<file path="src/rtl/alu_pipe_pkg.sv">
package alu_pipe_pkg;

  localparam int DATA_W = 32;

  typedef enum logic [2:0] {
    OP_XOR  = 3'b000,
    OP_XNOR = 3'b001,
    OP_ADD  = 3'b010,
    OP_SUB  = 3'b011,
    OP_OR   = 3'b100,
    OP_NOR  = 3'b101,
    OP_AND  = 3'b110,
    OP_ZERO = 3'b111
  } alu_op_e;

  // One result bit. prop is the half-sum of a and the possibly inverted b.
  // cin_g is the carry already gated by the arithmetic select bit.
  function automatic logic bit_result(logic a, logic b, logic [2:0] sel,
                                      logic prop, logic cin_g);
    logic r;
    case (alu_op_e'(sel))
      OP_XOR:  r = a ^ b;
      OP_XNOR: r = ~(a ^ b);
      OP_ADD,
      OP_SUB:  r = prop ^ cin_g;
      OP_OR:   r = a | b;
      OP_NOR:  r = ~(a | b);
      OP_AND:  r = a & b;
      default: r = 1'b0;
    endcase
    return r;
  endfunction

  // Word-level model, written with native arithmetic.
  function automatic logic [DATA_W-1:0] word_model(logic [DATA_W-1:0] a,
                                                   logic [DATA_W-1:0] b,
                                                   logic [2:0] sel,
                                                   logic cin);
    logic [DATA_W:0] ext;
    logic [DATA_W-1:0] r;
    ext = '0;
    case (alu_op_e'(sel))
      OP_XOR:  r = a ^ b;
      OP_XNOR: r = ~(a ^ b);
      OP_ADD: begin
        ext = {1'b0, a} + {1'b0, b} + {{DATA_W{1'b0}}, cin};
        r   = ext[DATA_W-1:0];
      end
      OP_SUB: begin
        ext = {1'b0, a} + {1'b0, ~b} + {{DATA_W{1'b0}}, cin};
        r   = ext[DATA_W-1:0];
      end
      OP_OR:   r = a | b;
      OP_NOR:  r = ~(a | b);
      OP_AND:  r = a & b;
      default: r = '0;
    endcase
    return r;
  endfunction

  // Carry out of the top bit for add.
  function automatic logic add_carry(logic [DATA_W-1:0] a,
                                     logic [DATA_W-1:0] b, logic cin);
    logic [DATA_W:0] ext;
    ext = {1'b0, a} + {1'b0, b} + {{DATA_W{1'b0}}, cin};
    return ext[DATA_W];
  endfunction

endpackage

</file>
<file path="src/rtl/pipe_reg.sv">
module pipe_reg #(
  parameter int W = 32
) (
  input  logic         clk,
  input  logic [W-1:0] d,
  output logic [W-1:0] q
);
  always_ff @(posedge clk) begin
    q <= d;
  end
endmodule

</file>
<file path="src/rtl/la_cell.sv">
// Two-input lookahead cell: merges two generate/propagate pairs and
// splits the incoming carry to the two halves.
module la_cell (
  input  logic [1:0] g,
  input  logic [1:0] p,
  input  logic       cin,
  output logic [1:0] c,
  output logic       gg,
  output logic       gp
);
  assign gg   = g[1] | (g[0] & p[1]);
  assign gp   = p[1] & p[0];
  assign c[0] = cin;
  assign c[1] = g[0] | (p[0] & cin);
endmodule

</file>
<file path="src/rtl/la_tree.sv">
// Recursive lookahead tree. W must be a power of two, at least 2.
module la_tree #(
  parameter int W = 32
) (
  input  logic [W-1:0] g,
  input  logic [W-1:0] p,
  input  logic         cin,
  output logic [W-1:0] c,
  output logic         gg,
  output logic         gp
);
  localparam int H = W / 2;

  generate
    if (W == 2) begin : g_leaf
      la_cell leaf_i (
        .g(g), .p(p), .cin(cin), .c(c), .gg(gg), .gp(gp)
      );
    end else begin : g_node
      logic [1:0] sub_g;
      logic [1:0] sub_p;
      logic [1:0] sub_c;

      la_tree #(.W(H)) lo_i (
        .g(g[H-1:0]), .p(p[H-1:0]), .cin(sub_c[0]),
        .c(c[H-1:0]), .gg(sub_g[0]), .gp(sub_p[0])
      );
      la_tree #(.W(H)) hi_i (
        .g(g[W-1:H]), .p(p[W-1:H]), .cin(sub_c[1]),
        .c(c[W-1:H]), .gg(sub_g[1]), .gp(sub_p[1])
      );
      la_cell root_i (
        .g(sub_g), .p(sub_p), .cin(cin), .c(sub_c), .gg(gg), .gp(gp)
      );
    end
  endgenerate
endmodule

</file>
<file path="src/rtl/alu_slice.sv">
module alu_slice (
  input  logic       a,
  input  logic       b,
  input  logic [2:0] sel,
  input  logic       cin,
  output logic       y,
  output logic       g,
  output logic       p
);
  logic b_eff;
  logic cin_g;

  assign b_eff = b ^ sel[0];
  assign cin_g = cin & sel[1];
  assign g     = a & b_eff;
  assign p     = a ^ b_eff;
  assign y     = alu_pipe_pkg::bit_result(a, b, sel, p, cin_g);
endmodule

</file>
<file path="src/rtl/alu32_pipe.sv">
module alu32_pipe #(
  parameter int W = alu_pipe_pkg::DATA_W
) (
  input  logic         clk,
  input  logic [W-1:0] opa_in,
  input  logic [W-1:0] opb_in,
  input  logic [2:0]   op_sel,
  input  logic         carry_in,
  output logic [W-1:0] result_out
);
  logic [W-1:0] opa_q;
  logic [W-1:0] opb_q;
  logic [W-1:0] alu_y;
  logic [W-1:0] bit_g;
  logic [W-1:0] bit_p;
  logic [W-1:0] bit_c;
  logic         grp_g;
  logic         grp_p;
  logic         cout_w;

  pipe_reg #(.W(W)) a_reg_i (.clk(clk), .d(opa_in), .q(opa_q));
  pipe_reg #(.W(W)) b_reg_i (.clk(clk), .d(opb_in), .q(opb_q));

  generate
    for (genvar i = 0; i < W; i++) begin : g_slice
      alu_slice slice_i (
        .a(opa_q[i]), .b(opb_q[i]), .sel(op_sel), .cin(bit_c[i]),
        .y(alu_y[i]), .g(bit_g[i]), .p(bit_p[i])
      );
    end
  endgenerate

  la_tree #(.W(W)) carry_i (
    .g(bit_g), .p(bit_p), .cin(carry_in),
    .c(bit_c), .gg(grp_g), .gp(grp_p)
  );

  // Carry out of the top bit, brought out for the checker.
  assign cout_w = grp_g | (grp_p & carry_in);

  pipe_reg #(.W(W)) d_reg_i (.clk(clk), .d(alu_y), .q(result_out));
endmodule

</file>
<file path="config.mk">
export PLATFORM = sky130hd
export DESIGN_NAME = alu32_pipe
export DESIGN_NICKNAME = d
export VERILOG_FILES = /design/src/rtl/alu_pipe_pkg.sv /design/src/rtl/pipe_reg.sv /design/src/rtl/la_cell.sv /design/src/rtl/la_tree.sv /design/src/rtl/alu_slice.sv /design/src/rtl/alu32_pipe.sv
export SDC_FILE = /design/constraint.sdc
export NUM_CORES = 1
export LEC_CHECK = 0
export CAP_MARGIN = 25
export CORE_MARGIN = 2
export CORE_UTILIZATION = 25
export CTS_CLUSTER_DIAMETER = 60
export CTS_CLUSTER_SIZE = 30
export DETAILED_ROUTE_END_ITERATION = 10
export DONT_BUFFER_PORTS = 1
export GPL_TIMING_DRIVEN = 0
export PLACE_DENSITY = 0.5
export SLEW_MARGIN = 20
export SYNTH_ARGS = -nofsm -noshare
export SYNTH_HDL_FRONTEND = slang
export SYNTH_SLANG_ARGS = --single-unit
</file>
<file path="constraint.sdc">
create_clock -name clk -period 6.7 [get_ports clk]
set_input_delay 1.34 -clock clk [delete_from_list [all_inputs] [get_ports clk]]
set_output_delay 1.34 -clock clk [all_outputs]
set_load 0.02 [all_outputs]
</file>
==> results.cfg, run 1 <==
[floorplanning]
die_area_um2 = 24800
die_w_um = 157
start_util_pct = 25.3
fp.dieH_um = 157
rows = 56
core-area_um2 = 23300
io_pins = 101

[yosys]
synth_edf_count = 0
syn_inst = 638
async_reset_ff_share_pct = 0
ys_warn_count = 0
ys_types = 48
ys_seq_area_share_pct = 32.7
synth_seq_cells = 96
synth_area_um2 = 5880
avgSynthCellArea_um2 = 9.22
synth_nets = 802
ys.flop_type = dfxtp_1

[power]
p_sw_share_pct = 31.8
p_leak_nw = 3.02
ir_worst_vdd_mv = 0.0997
seq_power_share_pct = 45.1
p_clk_share_pct = 33.3
p_sw_w = 0.000498
combPwrFrac_pct = 21.7
p_int_w = 0.00107
powerDensity_nw_per_um2 = 238
power.total_w = 0.00156

[sta]
fmax_mhz = 188
period_minus_slack_ns = 5.31
relSlewSlack_pct = 38.6
setup_violations = 0
tightest_slew_ns = 0.921
setup_slack_ns = 1.39
grt_setup_unrepaired = no
fin_crit_sh_pct = 79.2
slew_viol_final = 0
hold_viol_final = 0
skew_ns = 0.00832
tns_ns = 0

[cts]
cts_setup_buffers = 0
cts_hold_buffers = 0
clk_pin_slew_worst_paths_ns = 0.07
clock_sinks = 96
numCtsBuffers = 9
cts-root-buf = clkbuf_16
htreeDepth = 3
clock_path_buffers = 2
cts_tree = yes
clock_latency_ns = 0.36
cts_resized = 0

[layout]
nets = 813
final_cell_mix = inv_1 (101), dfxtp_1 (96), ha_1 (95)
final_common_cell = inv_1
nFillCells = 2508
final_cells = 976
final_core_util_pct = 28.3
syn2layout_area_growth_pct = 12.0
drive_gt1_share_pct = 4.43

[drt]
dr.pass1.iters = 4
met3_length_um = 824
top_layer_used = met5
drtIter0Drc = 201
vias = 4129
drt-total-wl_um = 14800
vias_per_cell = 4.23
ant_nets = 0
drt-met1-wl_um = 6850
drcViolationCount = 0
wire_per_inst_um = 15.1
dr_wl_met2_um = 6890

[worst_setup_path]
reg2regPathDepth = 11
cp.buffers_inverters = 3
crit_type = in -> reg
start_kind = primary input
cp.arrival_ns = 5.51
ff2ff_setup_slack_ns = 3.55
required_ns = 6.90
worstPathCellList = clkbuf_1, buf_1, buf_1, xor2_1, ha_1, a21oi_1, o22ai_2, nand4_2, a2111oi_2, o21ai_2, o31ai_4, a32oi_1, xor2_1, o221ai_1
critPathTopFamily = compound AO/OA/AOI/OAI gates
worstSetupEndpointType = register
r2r-start = b_reg_i.q[0]$_DFF_P_
worst-path-max-fanout = 10
critPathSlowestCell = buf_1
r2r-end = d_reg_i.q[30]$_DFF_P_
crit_path_max_incr_delay_ns = 0.71

[hold_path]
hold_path_end = d_reg_i.q[21]$_DFF_P_
hold_path.class = reg -> reg
min-delay-start = a_reg_i.q[21]$_DFF_P_
holdPathStages = 3

[grt]
antenna_found_initial = 4
grt_max_degree = 17
grt_usage_pct = 12.5
gr-total-overflow = 0
grt_pass1_wl_um = 23100
grt_pass1_vias = 4224

[run]
drv_cap = 0

[place]
dp_cells = 957
place.gp.congestion = 0.775
io_buffer_count = 0
post-dp-hpwl_um = 11400
preCtsSetupSlack_ns = 0.909

[status]
status = finished clean
[synth_stat cells, types with 2 or more instances]
cell / n / share of area, %
nor2b_1: 7 / 0.74
o21a_1: 3 / 0.38
a21o_1: 3 / 0.38
nor3_1: 2 / 0.17
inv_1: 101 / 6.4
xnor2_1: 42 / 6.3
o21ai_0: 20 / 1.7
and3_1: 3 / 0.32
o211ai_1: 5 / 0.64
nor2_1: 22 / 1.4
a31oi_1: 7 / 0.74
nand2b_1: 4 / 0.43
dfxtp_1: 96 / 33
xor2_1: 45 / 6.7
a211oi_1: 3 / 0.38
mux2i_1: 33 / 5.6
nand3_1: 7 / 0.60
ha_1: 95 / 20
clkbuf_1: 17 / 1.1
nand2_1: 40 / 2.6
nor3b_1: 5 / 0.64
o221ai_1: 20 / 3.0
buf_1: 7 / 0.45
a21oi_1: 24 / 2.0
a221o_1: 3 / 0.51
a21oi_2: 2 / 0.30
[routing by layer]
metal / vias to the layer above / GRT usage, %
met5: - / 0
met4: 2 / 4.33
met2: 75 / 20.8
met1: 1907 / 15.1
met3: 13 / 4.10
li1: 2132 / -
[power groups by stage]
stage / Sequential (W) / Combinational [W] / Clock, W
floorplan: 0.000705 / 0.000275 / 0
global placement: 0.000720 / 0.000338 / 0
finish: 0.000705 / 0.000339 / 0.000520
global route: 0.000713 / 0.000389 / 0.000563
detailed placement: 0.000720 / 0.000340 / 0
CTS: 0.000707 / 0.000343 / 0.000539
[cells by family (layout without fill, tap and decap cells)]
family	Yosys count	count (layout)	synth area share (%)
compound gates	100	100	12.0
xor+xnor	87	87	13.0
fa+ha+maj	95	95	20.2
buf+inv	126	142	8.04
flops	96	96	32.7
mux	35	35	6.06
other cells	0	3	0
simple gates	99	99	8.06
[how the worst max path moves through the flow]
stage / start / endpoint / slack (ns) / cells after the start
floorplan: op_sel[0] / d_reg_i.q[30]$_DFF_P_ / 2.07 / 14
global placement: op_sel[0] / d_reg_i.q[30]$_DFF_P_ / 0.84 / 14
detailed placement: op_sel[0] / d_reg_i.q[30]$_DFF_P_ / 0.91 / 14
CTS: op_sel[0] / d_reg_i.q[30]$_DFF_P_ / 1.30 / 14
global route: op_sel[0] / d_reg_i.q[30]$_DFF_P_ / 1.05 / 14
finish: op_sel[0] / d_reg_i.q[30]$_DFF_P_ / 1.39 / 14
[layout make-up]
type	instances	area, um^2	area share [%]
multi-input cells	416	3490	52.9
flip-flops and latches	96	1920	29.2
well taps	319	399	6.06
inverters	102	383	5.82
clock buffers	9	225	3.42
plain buffers	24	90.1	1.37
clock inverters	7	71.3	1.08
diodes	3	7.51	0.114
[worst reg2reg max path: stages (launching register included)]
cell       delay (ns)
dfxtp_1          0.33
xor2_1           0.17
ha_1             0.36
a21oi_1          0.13
o22ai_2          0.20
nand4_2          0.20
a2111oi_2        0.68
o21ai_2          0.16
o31ai_4          0.27
a32oi_1          0.21
xor2_1           0.17
o221ai_1         0.12
[registers in the layout, indices dropped and copies added, names as in the netlist]
register and flops:
d_reg_i.q 32, a_reg_i.q 32, b_reg_i.q 32
[metrics by stage]
stage	hold WS [ns]	cell area [um^2]
finish	0.640	6580
detailed placement	0.620	6280
floorplan	0.582	5880
global placement	0.634	6280
CTS	0.640	6580
global route	0.688	6580
(Power assumes the default switching activity.)
==> run 2, diff against run 1 <==
clock period = 5.3 ns   (was 6.7 ns; I/O delays follow)
==> results.cfg, run 2 (synthesized netlist as in run 1, its figures left out) <==
[floorplanning]
core-area_um2 = 23300
rows = 56
io_pins = 101
start_util_pct = 25.3
fp.dieH_um = 157
die_w_um = 157
die_area_um2 = 24800

[sta]
tightest_slew_ns = 0.926
hold_viol_final = 0
setup_slack_ns = 0.588
setup_violations = 0
fmax_mhz = 212
fin_crit_sh_pct = 88.9
slew_viol_final = 0
period_minus_slack_ns = 4.71
skew_ns = 0.00885
hold_ws_ns = 0.640
tns_ns = 0
grt_setup_unrepaired = no
relSlewSlack_pct = 38.3

[worst_setup_path]
crit_type = in -> reg
required_ns = 5.49
crit_path_max_incr_delay_ns = 0.68
cp.arrival_ns = 4.90
worstSetupEndpointType = register
critPathSlowestCell = clkdlybuf4s15_1
start_kind = primary input
worst-path-max-fanout = 10
worstPathCellList = clkbuf_1, clkbuf_2, clkdlybuf4s15_1, xor2_1, ha_1, and2_4, a221o_1, a31oi_1, a211oi_1, a31oi_1, o21bai_1, a21oi_1, xor2_1, o221ai_1

[drt]
vias_per_cell = 4.24
wire_per_inst_um = 15.1
dr.pass1.iters = 5
ant_nets = 0
drcViolationCount = 0
drt-total-wl_um = 14800
drtIter0Drc = 186
vias = 4143

[layout]
reg_top3 = a_reg_i.q: 32 flops, b_reg_i.q: 32 flops, d_reg_i.q: 32 flops
nets = 813
design_area_um2 = 6590
syn2layout_area_growth_pct = 12.1
final_cell_mix = inv_1 (101), dfxtp_1 (96), ha_1 (95)
final_common_cell = inv_1
drive_gt1_share_pct = 4.74

[power]
p_leak_nw = 3.03
power.total_w = 0.00198
powerDensity_nw_per_um2 = 300
ir_worst_vdd_mv = 0.125

[grt]
met3_usage_pct = 4.10
grt_busiest_layer = met2
grt_use_met1_pct = 15.1
grt_use_met2_pct = 20.8
grt_pass1_vias = 4224
grt_usage_pct = 12.5
grt_pass1_wl_um = 23100
grt_max_degree = 17
gr-total-overflow = 0
antenna_found_initial = 4

[place]
place_area_um2 = 6280
place.gp.congestion = 0.775
preCtsSetupSlack_ns = -0.211
io_buffer_count = 0
post-dp-hpwl_um = 11400

[run]
drv_cap = 0

[cts]
cts_tree = yes
clock_path_buffers = 2
cts_hold_buffers = 0
htreeDepth = 3
cts-root-buf = clkbuf_16
clock_latency_ns = 0.36
clk_pin_slew_worst_paths_ns = 0.07
numCtsBuffers = 9
clock_sinks = 96

[status]
status = finished clean

[hold_path]
hold_path.class = reg -> reg
[run 2: cell count changes in the layout (fill, tap and decap cells not counted)]
cell	previous run	this run
buf_1	7	4
clkbuf_2	0	2
clkdlybuf4s15_1	0	1
[run 2: through the flow]
| stage | std cells | utilization, % |
|---|---|---|
| 3_3_place_gp | 957 | 27.0 |
| 6_report | 976 | 28.3 |
| 4_1_cts | 973 | 28.3 |
| 5_1_grt | 976 | 28.3 |
| 2_1_floorplan | 638 | - |
| 3_5_place_dp | 957 | 27.0 |
[run 2: layer usage]
metal	share of wire (%)	wire (um)
met5	0.088	13
met4	1.4	200
met3	5.8	852
met2	47	6970
met1	46	6750
[run 2: report_power, final]
part / internal (W) / switching [W] / total, W
Sequential: 0.000792 / 0.0000990 / 0.000891
Clock: 0.000366 / 0.000293 / 0.000659
Combinational: 0.000191 / 0.000238 / 0.000429
[run 2: final timing paths]
| path | endpoint | from | slack (ns) | cells after the start |
|---|---|---|---|---|
| max reg2reg | d_reg_i.q[30]$_DFF_P_ | b_reg_i.q[22]$_DFF_P_ | 2.19 | 11 |
| min | d_reg_i.q[21]$_DFF_P_ | a_reg_i.q[21]$_DFF_P_ | 0.64 | 3 |
| min reg2reg | d_reg_i.q[21]$_DFF_P_ | a_reg_i.q[21]$_DFF_P_ | 0.64 | 3 |
| max | d_reg_i.q[23]$_DFF_P_ | op_sel[0] | 0.59 | 14 |
[run 2: layout make-up]
type / instances / area, um^2
sequential: 96 / 1920
multi-input combinational: 416 / 3490
antenna: 3 / 7.51
inverter: 102 / 383
clock inverter: 7 / 71.3
clock buffer: 9 / 225
tap: 319 / 399
buffer: 24 / 98.8
fill: 2509 / 16700
[run 2: worst max-delay path, delay by kind of cell]
family	cells	cell delay, ns
AOI/OAI and AO/OA	7	1.71
xor gates and xnor gates	2	0.32
adders and majority gates	1	0.37
buffers and inverters	3	1.24
and+or+nand+nor	1	0.19
[run 2: timing repair]
action / CTS / global route
buffers inserted: 0 / 0
endpoints found under the setup margin: 0 / 6
gates resized for setup: 0 / 4
